### config.mk
export PLATFORM = sky130hd
export DESIGN_NAME = ssu_top
export DESIGN_NICKNAME = d
export VERILOG_FILES = /design/src/rtl/ssu_pkg.sv /design/src/rtl/ssu_datapath.sv /design/src/rtl/ssu_ctrl.sv /design/src/rtl/ssu_top.sv
export SDC_FILE = /design/constraint.sdc
export NUM_CORES = 1
export LEC_CHECK = 0
export BUFFER_PORTS_ARGS = -buffer_cell sky130_fd_sc_hd__buf_2
export CORE_ASPECT_RATIO = 0.5
export CORE_MARGIN = 5
export CORE_UTILIZATION = 48
export CTS_CLUSTER_DIAMETER = 40
export DETAILED_ROUTE_END_ITERATION = 8
export PLACE_DENSITY = 0.78
export SLEW_MARGIN = 20
export SYNTH_ARGS = -nofsm -noshare
export SYNTH_HDL_FRONTEND = slang
export SYNTH_SLANG_ARGS = --single-unit
### constraint.sdc
create_clock -name clk -period 3.2 [get_ports clk]
set_clock_uncertainty 0.1 [all_clocks]
set_input_delay 0.32 -clock clk [delete_from_list [all_inputs] [get_ports clk]]
set_output_delay 0.32 -clock clk [all_outputs]
set_load 0.005 [all_outputs]
### src/rtl/ssu_pkg.sv
package ssu_pkg;
  typedef enum logic [2:0] {
    OP_NOP    = 3'd0,
    OP_PUSH   = 3'd1,
    OP_POPCHK = 3'd2,
    OP_RDPTR  = 3'd3,
    OP_PTRWR  = 3'd4,
    OP_SWAPW  = 3'd5,
    OP_SWAPX  = 3'd6,
    OP_RSVD   = 3'd7
  } ssOp_e;

  typedef enum logic [1:0] {
    MEM_LOAD  = 2'd0,
    MEM_STORE = 2'd1,
    MEM_SWAP  = 2'd2,
    MEM_NONE  = 2'd3
  } memKind_e;

  typedef enum logic [1:0] {
    EXC_NONE    = 2'd0,
    EXC_ILLEGAL = 2'd1,
    EXC_STFAULT = 2'd2,
    EXC_SWCHECK = 2'd3
  } excCause_e;

  typedef enum logic [1:0] {RD_SSP, RD_ZERO, RD_MEMW, RD_MEMX} rdSrc_e;
  typedef enum logic [1:0] {TV_ZERO, TV_CODE, TV_OPADDR, TV_REQADDR} tvSrc_e;

  localparam logic [1:0] PRIV_U = 2'd0;
  localparam logic [1:0] PRIV_M = 2'd3;
  localparam int SWCHECK_CODE = 3;

  typedef struct packed {
    logic      capture;
    logic      sspFromReq;
    logic      sspPopInc;
    logic      sspFromOp;
    logic      done;
    logic      rdStb;
    rdSrc_e    rdSrc;
    logic      excStb;
    excCause_e cause;
    tvSrc_e    tvSrc;
  } strobe_t;
endpackage

### src/rtl/ssu_datapath.sv
module ssu_datapath
  import ssu_pkg::*;
#(
  parameter int XLEN = 64
) (
  input  logic            clk,
  input  logic            rstN,
  input  strobe_t         stb,
  input  ssOp_e           opCode,
  input  logic [XLEN-1:0] opData,
  input  logic [XLEN-1:0] opAddr,
  input  logic [XLEN-1:0] memRespData,
  output logic [XLEN-1:0] sspQ,
  output logic [XLEN-1:0] reqAddr,
  output logic [XLEN-1:0] reqWdata,
  output memKind_e        reqKind,
  output logic [1:0]      reqSize,
  output logic            popMatch,
  output logic            swapMisaligned,
  output logic            doneValid,
  output logic            rdValid,
  output logic [XLEN-1:0] rdData,
  output logic            excValid,
  output excCause_e       excCause,
  output logic [XLEN-1:0] excTval
);
  localparam int BYTES = XLEN / 8;
  localparam int OFF   = $clog2(BYTES);
  localparam logic [XLEN-1:0] STEP = XLEN'(BYTES);

  logic [XLEN-1:OFF] sspHi;
  logic [XLEN-1:0]   nAddr;
  memKind_e          nKind;
  logic [1:0]        nSize;
  logic [XLEN-1:0]   memWordExt;
  logic [XLEN-1:0]   sspNext;

  assign sspQ = {sspHi, {OFF{1'b0}}};

  always_comb begin
    nAddr = opAddr;
    nKind = MEM_SWAP;
    nSize = 2'(OFF);
    case (opCode)
      OP_PUSH:   begin nAddr = sspQ - STEP; nKind = MEM_STORE; end
      OP_POPCHK: begin nAddr = sspQ;        nKind = MEM_LOAD;  end
      OP_SWAPW:  nSize = 2'd2;
      default:   ;
    endcase
  end

  assign swapMisaligned = (opCode == OP_SWAPW) ? (|opAddr[1:0]) : (|opAddr[OFF-1:0]);
  assign popMatch       = (memRespData == reqWdata);

  generate
    if (XLEN > 32) begin : g_sext
      assign memWordExt = {{(XLEN-32){memRespData[31]}}, memRespData[31:0]};
    end else begin : g_nosext
      assign memWordExt = memRespData;
    end
  endgenerate

  always_comb begin
    sspNext = sspQ;
    if (stb.sspFromReq)     sspNext = reqAddr;
    else if (stb.sspPopInc) sspNext = sspQ + STEP;
    else if (stb.sspFromOp) sspNext = opData;
  end

  always_ff @(posedge clk) begin
    if (!rstN) begin
      sspHi    <= '0;
      reqAddr  <= '0;
      reqWdata <= '0;
      reqKind  <= MEM_NONE;
      reqSize  <= '0;
    end else begin
      sspHi <= sspNext[XLEN-1:OFF];
      if (stb.capture) begin
        reqAddr  <= nAddr;
        reqWdata <= opData;
        reqKind  <= nKind;
        reqSize  <= nSize;
      end
    end
  end

  always_ff @(posedge clk) begin
    if (!rstN) begin
      doneValid <= 1'b0;
      rdValid   <= 1'b0;
      rdData    <= '0;
      excValid  <= 1'b0;
      excCause  <= EXC_NONE;
      excTval   <= '0;
    end else begin
      doneValid <= stb.done;
      rdValid   <= stb.rdStb;
      excValid  <= stb.excStb;
      excCause  <= stb.excStb ? stb.cause : EXC_NONE;
      case (stb.rdSrc)
        RD_SSP:  rdData <= sspQ;
        RD_MEMW: rdData <= memWordExt;
        RD_MEMX: rdData <= memRespData;
        default: rdData <= '0;
      endcase
      case (stb.tvSrc)
        TV_CODE:    excTval <= XLEN'(SWCHECK_CODE);
        TV_OPADDR:  excTval <= opAddr;
        TV_REQADDR: excTval <= reqAddr;
        default:    excTval <= '0;
      endcase
    end
  end

  // an exception never moves the pointer
  p_exc_keeps_ssp_r9: assert property (@(posedge clk) disable iff (!rstN)
    stb.excStb |=> $stable(sspQ));
  // a completed push lowers the pointer by one slot
  p_push_moves_r3: assert property (@(posedge clk) disable iff (!rstN)
    stb.sspFromReq |=> sspQ == $past(sspQ) - STEP);
  // a matched pop raises the pointer by one slot
  p_pop_moves_r4: assert property (@(posedge clk) disable iff (!rstN)
    stb.sspPopInc |=> sspQ == $past(sspQ) + STEP);
endmodule

### src/rtl/ssu_ctrl.sv
module ssu_ctrl
  import ssu_pkg::*;
#(
  parameter int XLEN         = 64,
  parameter bit SUPV_PRESENT = 1'b1
) (
  input  logic       clk,
  input  logic       rstN,
  input  logic       opValid,
  input  ssOp_e      opCode,
  input  logic [1:0] privMode,
  input  logic       virtMode,
  input  logic       mCfgSse,
  input  logic       hCfgSse,
  input  logic       sCfgSse,
  input  logic       swapMisaligned,
  input  logic       popMatch,
  input  logic       memRespValid,
  input  logic       memRespErr,
  output logic       opReady,
  output logic       memReqValid,
  output strobe_t    stb
);
  typedef enum logic {ST_IDLE, ST_WAIT} state_e;

  state_e state, nState;
  ssOp_e  pendOp;
  logic   ssEn;

  assign ssEn = SUPV_PRESENT && (privMode != PRIV_M) && mCfgSse &&
                (!virtMode || hCfgSse) && ((privMode != PRIV_U) || sCfgSse);

  assign opReady     = (state == ST_IDLE);
  assign memReqValid = (state == ST_WAIT);

  always_comb begin
    stb       = '0;
    stb.rdSrc = RD_SSP;
    stb.cause = EXC_NONE;
    stb.tvSrc = TV_ZERO;
    nState    = state;
    if (state == ST_IDLE && opValid) begin
      stb.done = 1'b1;
      case (opCode)
        OP_PUSH, OP_POPCHK: begin
          if (ssEn) begin
            stb.capture = 1'b1;
            stb.done    = 1'b0;
            nState      = ST_WAIT;
          end
        end
        OP_RDPTR: begin
          stb.rdStb = 1'b1;
          stb.rdSrc = ssEn ? RD_SSP : RD_ZERO;
        end
        OP_PTRWR: begin
          if (ssEn) stb.sspFromOp = 1'b1;
          else begin
            stb.excStb = 1'b1;
            stb.cause  = EXC_ILLEGAL;
          end
        end
        OP_SWAPW, OP_SWAPX: begin
          if (!ssEn || (opCode == OP_SWAPX && XLEN < 64)) begin
            stb.excStb = 1'b1;
            stb.cause  = EXC_ILLEGAL;
          end else if (swapMisaligned) begin
            stb.excStb = 1'b1;
            stb.cause  = EXC_STFAULT;
            stb.tvSrc  = TV_OPADDR;
          end else begin
            stb.capture = 1'b1;
            stb.done    = 1'b0;
            nState      = ST_WAIT;
          end
        end
        default: ;
      endcase
    end else if (state == ST_WAIT && memRespValid) begin
      nState   = ST_IDLE;
      stb.done = 1'b1;
      if (memRespErr) begin
        stb.excStb = 1'b1;
        stb.cause  = EXC_STFAULT;
        stb.tvSrc  = TV_REQADDR;
      end else begin
        case (pendOp)
          OP_PUSH: stb.sspFromReq = 1'b1;
          OP_POPCHK: begin
            if (popMatch) stb.sspPopInc = 1'b1;
            else begin
              stb.excStb = 1'b1;
              stb.cause  = EXC_SWCHECK;
              stb.tvSrc  = TV_CODE;
            end
          end
          OP_SWAPW: begin stb.rdStb = 1'b1; stb.rdSrc = RD_MEMW; end
          default:  begin stb.rdStb = 1'b1; stb.rdSrc = RD_MEMX; end
        endcase
      end
    end
  end

  always_ff @(posedge clk) begin
    if (!rstN) begin
      state  <= ST_IDLE;
      pendOp <= OP_NOP;
    end else begin
      state <= nState;
      if (stb.capture) pendOp <= opCode;
    end
  end

  // a pending request is held until its response arrives
  p_hold_until_resp_r10: assert property (@(posedge clk) disable iff (!rstN)
    memReqValid && !memRespValid |=> memReqValid);
  // machine mode never reaches memory
  p_machine_no_req_r2: assert property (@(posedge clk) disable iff (!rstN)
    opValid && opReady && privMode == PRIV_M |=> !memReqValid);
endmodule

### src/rtl/ssu_top.sv
module ssu_top
  import ssu_pkg::*;
#(
  parameter int XLEN         = 64,
  parameter bit SUPV_PRESENT = 1'b1
) (
  input  logic            clk,
  input  logic            rstN,
  input  logic            opValid,
  input  logic [2:0]      opCode,
  input  logic [XLEN-1:0] opData,
  input  logic [XLEN-1:0] opAddr,
  input  logic [1:0]      privMode,
  input  logic            virtMode,
  input  logic            mCfgSse,
  input  logic            hCfgSse,
  input  logic            sCfgSse,
  output logic            opReady,
  output logic            memReqValid,
  output logic [1:0]      memReqKind,
  output logic [XLEN-1:0] memReqAddr,
  output logic [XLEN-1:0] memReqWdata,
  output logic [1:0]      memReqSize,
  output logic            memReqShadow,
  input  logic            memRespValid,
  input  logic [XLEN-1:0] memRespData,
  input  logic            memRespErr,
  output logic            doneValid,
  output logic            rdValid,
  output logic [XLEN-1:0] rdData,
  output logic            excValid,
  output logic [1:0]      excCause,
  output logic [XLEN-1:0] excTval
);
  strobe_t         stb;
  logic            popMatch;
  logic            swapMisaligned;
  logic [XLEN-1:0] sspQ;
  memKind_e        reqKind;
  excCause_e       causeQ;

  ssu_ctrl #(.XLEN(XLEN), .SUPV_PRESENT(SUPV_PRESENT)) ctrl_i (
    .clk(clk), .rstN(rstN), .opValid(opValid), .opCode(ssOp_e'(opCode)),
    .privMode(privMode), .virtMode(virtMode), .mCfgSse(mCfgSse),
    .hCfgSse(hCfgSse), .sCfgSse(sCfgSse), .swapMisaligned(swapMisaligned),
    .popMatch(popMatch), .memRespValid(memRespValid), .memRespErr(memRespErr),
    .opReady(opReady), .memReqValid(memReqValid), .stb(stb)
  );

  ssu_datapath #(.XLEN(XLEN)) dp_i (
    .clk(clk), .rstN(rstN), .stb(stb), .opCode(ssOp_e'(opCode)),
    .opData(opData), .opAddr(opAddr), .memRespData(memRespData),
    .sspQ(sspQ), .reqAddr(memReqAddr), .reqWdata(memReqWdata),
    .reqKind(reqKind), .reqSize(memReqSize), .popMatch(popMatch),
    .swapMisaligned(swapMisaligned), .doneValid(doneValid), .rdValid(rdValid),
    .rdData(rdData), .excValid(excValid), .excCause(causeQ), .excTval(excTval)
  );

  assign memReqKind   = reqKind;
  assign memReqShadow = memReqValid;
  assign excCause     = causeQ;

  // address and data do not move while waiting
  p_req_stable_r10: assert property (@(posedge clk) disable iff (!rstN)
    memReqValid && !memRespValid |=> $stable(memReqAddr) && $stable(memReqWdata));
  // every issued request is naturally aligned
  p_req_aligned_r8: assert property (@(posedge clk) disable iff (!rstN)
    memReqValid |-> (memReqAddr & ((XLEN'(1) << memReqSize) - XLEN'(1))) == '0);
  // a faulted completion carries no result
  p_exc_no_rd_r9: assert property (@(posedge clk) disable iff (!rstN)
    excValid |-> doneValid && !rdValid);
endmodule

==> results.yml <==
critical_path:
  start_kind: "input port"
  crit_start: "memRespData[58]"
  worstSetupEndpointType: "flip-flop"
  path_delay_family: "simple AND/OR/NAND/NOR gates"
  cp.required_ns: 3.56
  endpoint: "dp_i.sspHi[57]"
  arrival_ns: 3.49
  critical_path.cell_chain: "dlygate4sd3_1 -> buf_2 -> xnor2_1 -> nand4_1 -> nor4_1 -> buf_4 -> and3_1 -> nand3_1 -> buf_12 -> or4_1 -> a31oi_1"
  rr_worst_depth: 7
  crit_path_top_delay_cell: "dlygate4sd3_1"
  critPathBufInv: 4
  slowest_delay_ns: 0.54
  critical_path_depth: 11
  crit_type: "in -> reg"
  r2r_start: "ctrl_i.pendOp[2]"
  r2r_slack_ns: 0.10
  worstPathMaxFanout: 46
  r2r-end: "dp_i.rdData[54]"
place:
  dp_cells: 2866
  gp_congestion: 1.03
  dp_slack_ns: 0.232
  io_buffers: 473
  place_area_um2: 19500
  dp_hpwl_um: 51900
yosys:
  synth_top_area_frac: 0.405
  ys_seq_area_frac: 0.405
  yosys.area.top_type: "dfxtp_1"
  synth-edff-count: 0
  postSynth.asyncResetShare: 0
  ys_top_cells_by_area: "dfxtp_1 (40%), a21oi_1 (6.7%), nand2_1 (6.0%)"
  synth_nets: 2261
  ys_ff_latch: 330
  syn_area_um2: 16300
  ys.flop_type: "dfxtp_1"
  ys_warn_count: 0
  yosysMostFrequentCell: "dfxtp_1"
  syn_area_per_cell_um2: 7.95
  synth_common_cells: "dfxtp_1 (330), nand2_1 (260), a21oi_1 (218)"
  yosysUniqueCellTypes: 74
  synthCells: 2053
detailed_routing:
  drc_errors: 0
  vias_per_cell: 6.46
  first_iter_violations: 3263
  postRouteAntennaNets: 0
  vias: 20108
  avgRoutedWirePerCell_um: 24.1
  wl_um: 74900
  dr.pass1.iters: 7
floorplan:
  initial_core_util: 0.490
  dieArea_um2: 38000
  core.rowCount: 47
  core_um2: 33300
  ioPinCount: 474
  die_height_um: 140
  die_width_um: 271
sta:
  timing_hold_violations_final: 0
  layout_worst_path_cycle_share: 0.978
  tightest_slew_ns: 1.04
  whs_ns: 0.00920
  timing.fmax_mhz: 319
  slew_viol_final: 0
  slew_headroom: 0.306
  setup_ws_ns: 0.0690
  finalSetupViolCount: 0
  rsz0062_at_grt: "no"
  tns_ns: 0
  period_minus_slack_ns: 3.13
finish:
  design_area_um2: 22600
  final_core_util: 0.678
  n_fill_cell: 2596
  finalNetCount: 2850
  drive_gt1_frac: 0.265
  syn_to_final_growth_pct: 38.3
  area.sequential_um2: 6610
  stdcell_count: 3114
  multi_input_area_um2: 8850
global_routing:
  grt_pass1_wl_um: 112000
  antenna_found_initial: 7
  grt_pass1_vias: 19044
  grt-ovfl-total: 0
  grt_usage: 0.367
  grt_start_max_net_pins: 72
power_and_ir_drop:
  powerDensity_nw_per_um2: 460
  power_mw: 10.4
  leakagePower_nw: 9.40
  ir_drop_uv: 295
flow_run:
  drv_cap: 0
clock_network:
  clk_path_buf_depth: 3
  clk_latency_ns: 0.54
  clock-sinks: 330
  cts_buffers: 36
  tritoncts: "built"
  clk_pin_slew_worst_paths_ns: 0.06
  cts_root_buf: "clkbuf_16"
  cts_setup_buffers: 0
  cts-htree-levels: 2
hold_path:
  hold_class: "in -> reg"
  whs_path_depth: 3
outcome:
  status: "finished clean"
==> kinds of logic after synthesis <==
| logic type | after synthesis | share of synthesized area |
|---|---|---|
| xor+xnor | 106 | 0.0573 |
| compound gates | 643 | 0.266 |
| fa+ha+maj | 2 | 0.00153 |
| simple gates | 723 | 0.209 |
| mux | 6 | 0.00383 |
| flops | 330 | 0.405 |
| buf+inv | 243 | 0.0581 |
==> timing repair <==
| action | 4_1_cts | 5_1_grt |
|---|---|---|
| setup endpoints to repair | 0 | 3 |
| hold endpoints to repair | 186 | 0 |
| gates resized for setup | 0 | 3 |
| hold buffers | 179 | 0 |
==> placed cells by master (no fill, tap or decap), types with 22 or more instances in the layout <==
cell,count
a221oi_1,56
a21oi_1,217
nand4_1,35
dlygate4sd3_1,179
nand2_1,260
buf_2,473
xor2_1,34
buf_4,106
o21ai_0,81
a222oi_1,22
clkbuf_16,37
nor2_1,166
xnor2_1,71
nor3_1,34
nor4_1,24
dfxtp_1,330
nand3_1,68
a22oi_1,81
a31oi_1,40
==> worst min path at each step <==
stage / start / endpoint / slack (ns)
floorplan: opData[11] / dp_i.reqWdata[11] / 0.36
CTS: memRespData[60] / dp_i.rdData[60] / 0.002
global route: memRespData[44] / dp_i.rdData[44] / 0.03
global placement: dp_i.reqSize[1] / dp_i.reqSize[1] / 0.35
finish: memRespValid / ctrl_i.memReqValid / 0.009
detailed placement: dp_i.reqSize[1] / dp_i.reqSize[1] / 0.36
==> tightest hold or removal path, cell delays in order <==
cell,delay [ns]
buf_2,0.11
nand2b_1,0.10
a21oi_1,0.06
==> per-layer routing <==
metal	vias up	GRT usage	routed length [um]
met5	-	0	34
met4	6	0.199	4850
met3	441	0.0924	8540
met2	1538	0.610	35000
met1	9402	0.440	26500
li1	8721	-	-
==> registers in the layout, indices dropped and copies added, names as in the netlist <==
register,flops
dp_i.reqWdata,64
ctrl_i.pendOp,3
dp_i.excValid,1
dp_i.sspHi,61
ctrl_i.memReqValid,1
dp_i.reqKind,2
dp_i.excTval,64
dp_i.doneValid,1
dp_i.reqAddr,64
dp_i.rdData,64
dp_i.rdValid,1
dp_i.reqSize,2
dp_i.excCause,2
==> layout make-up <==
class / count / share of cell area
multi-input combinational: 1480 / 0.392
sequential: 330 / 0.293
timing repair buffer: 772 / 0.232
clock buffer: 43 / 0.0433
tap: 441 / 0.0244
clock inverter: 21 / 0.0117
inverter: 22 / 0.00388
antenna: 5 / 0.000554
==> report_power, final <==
part	internal [mW]	switching (mW)
sequential	4.17	0.0795
combinational	0.747	0.911
clock	2.56	1.91
total	7.48	2.90
No activity file was read; power rests on OpenSTA's default activity.
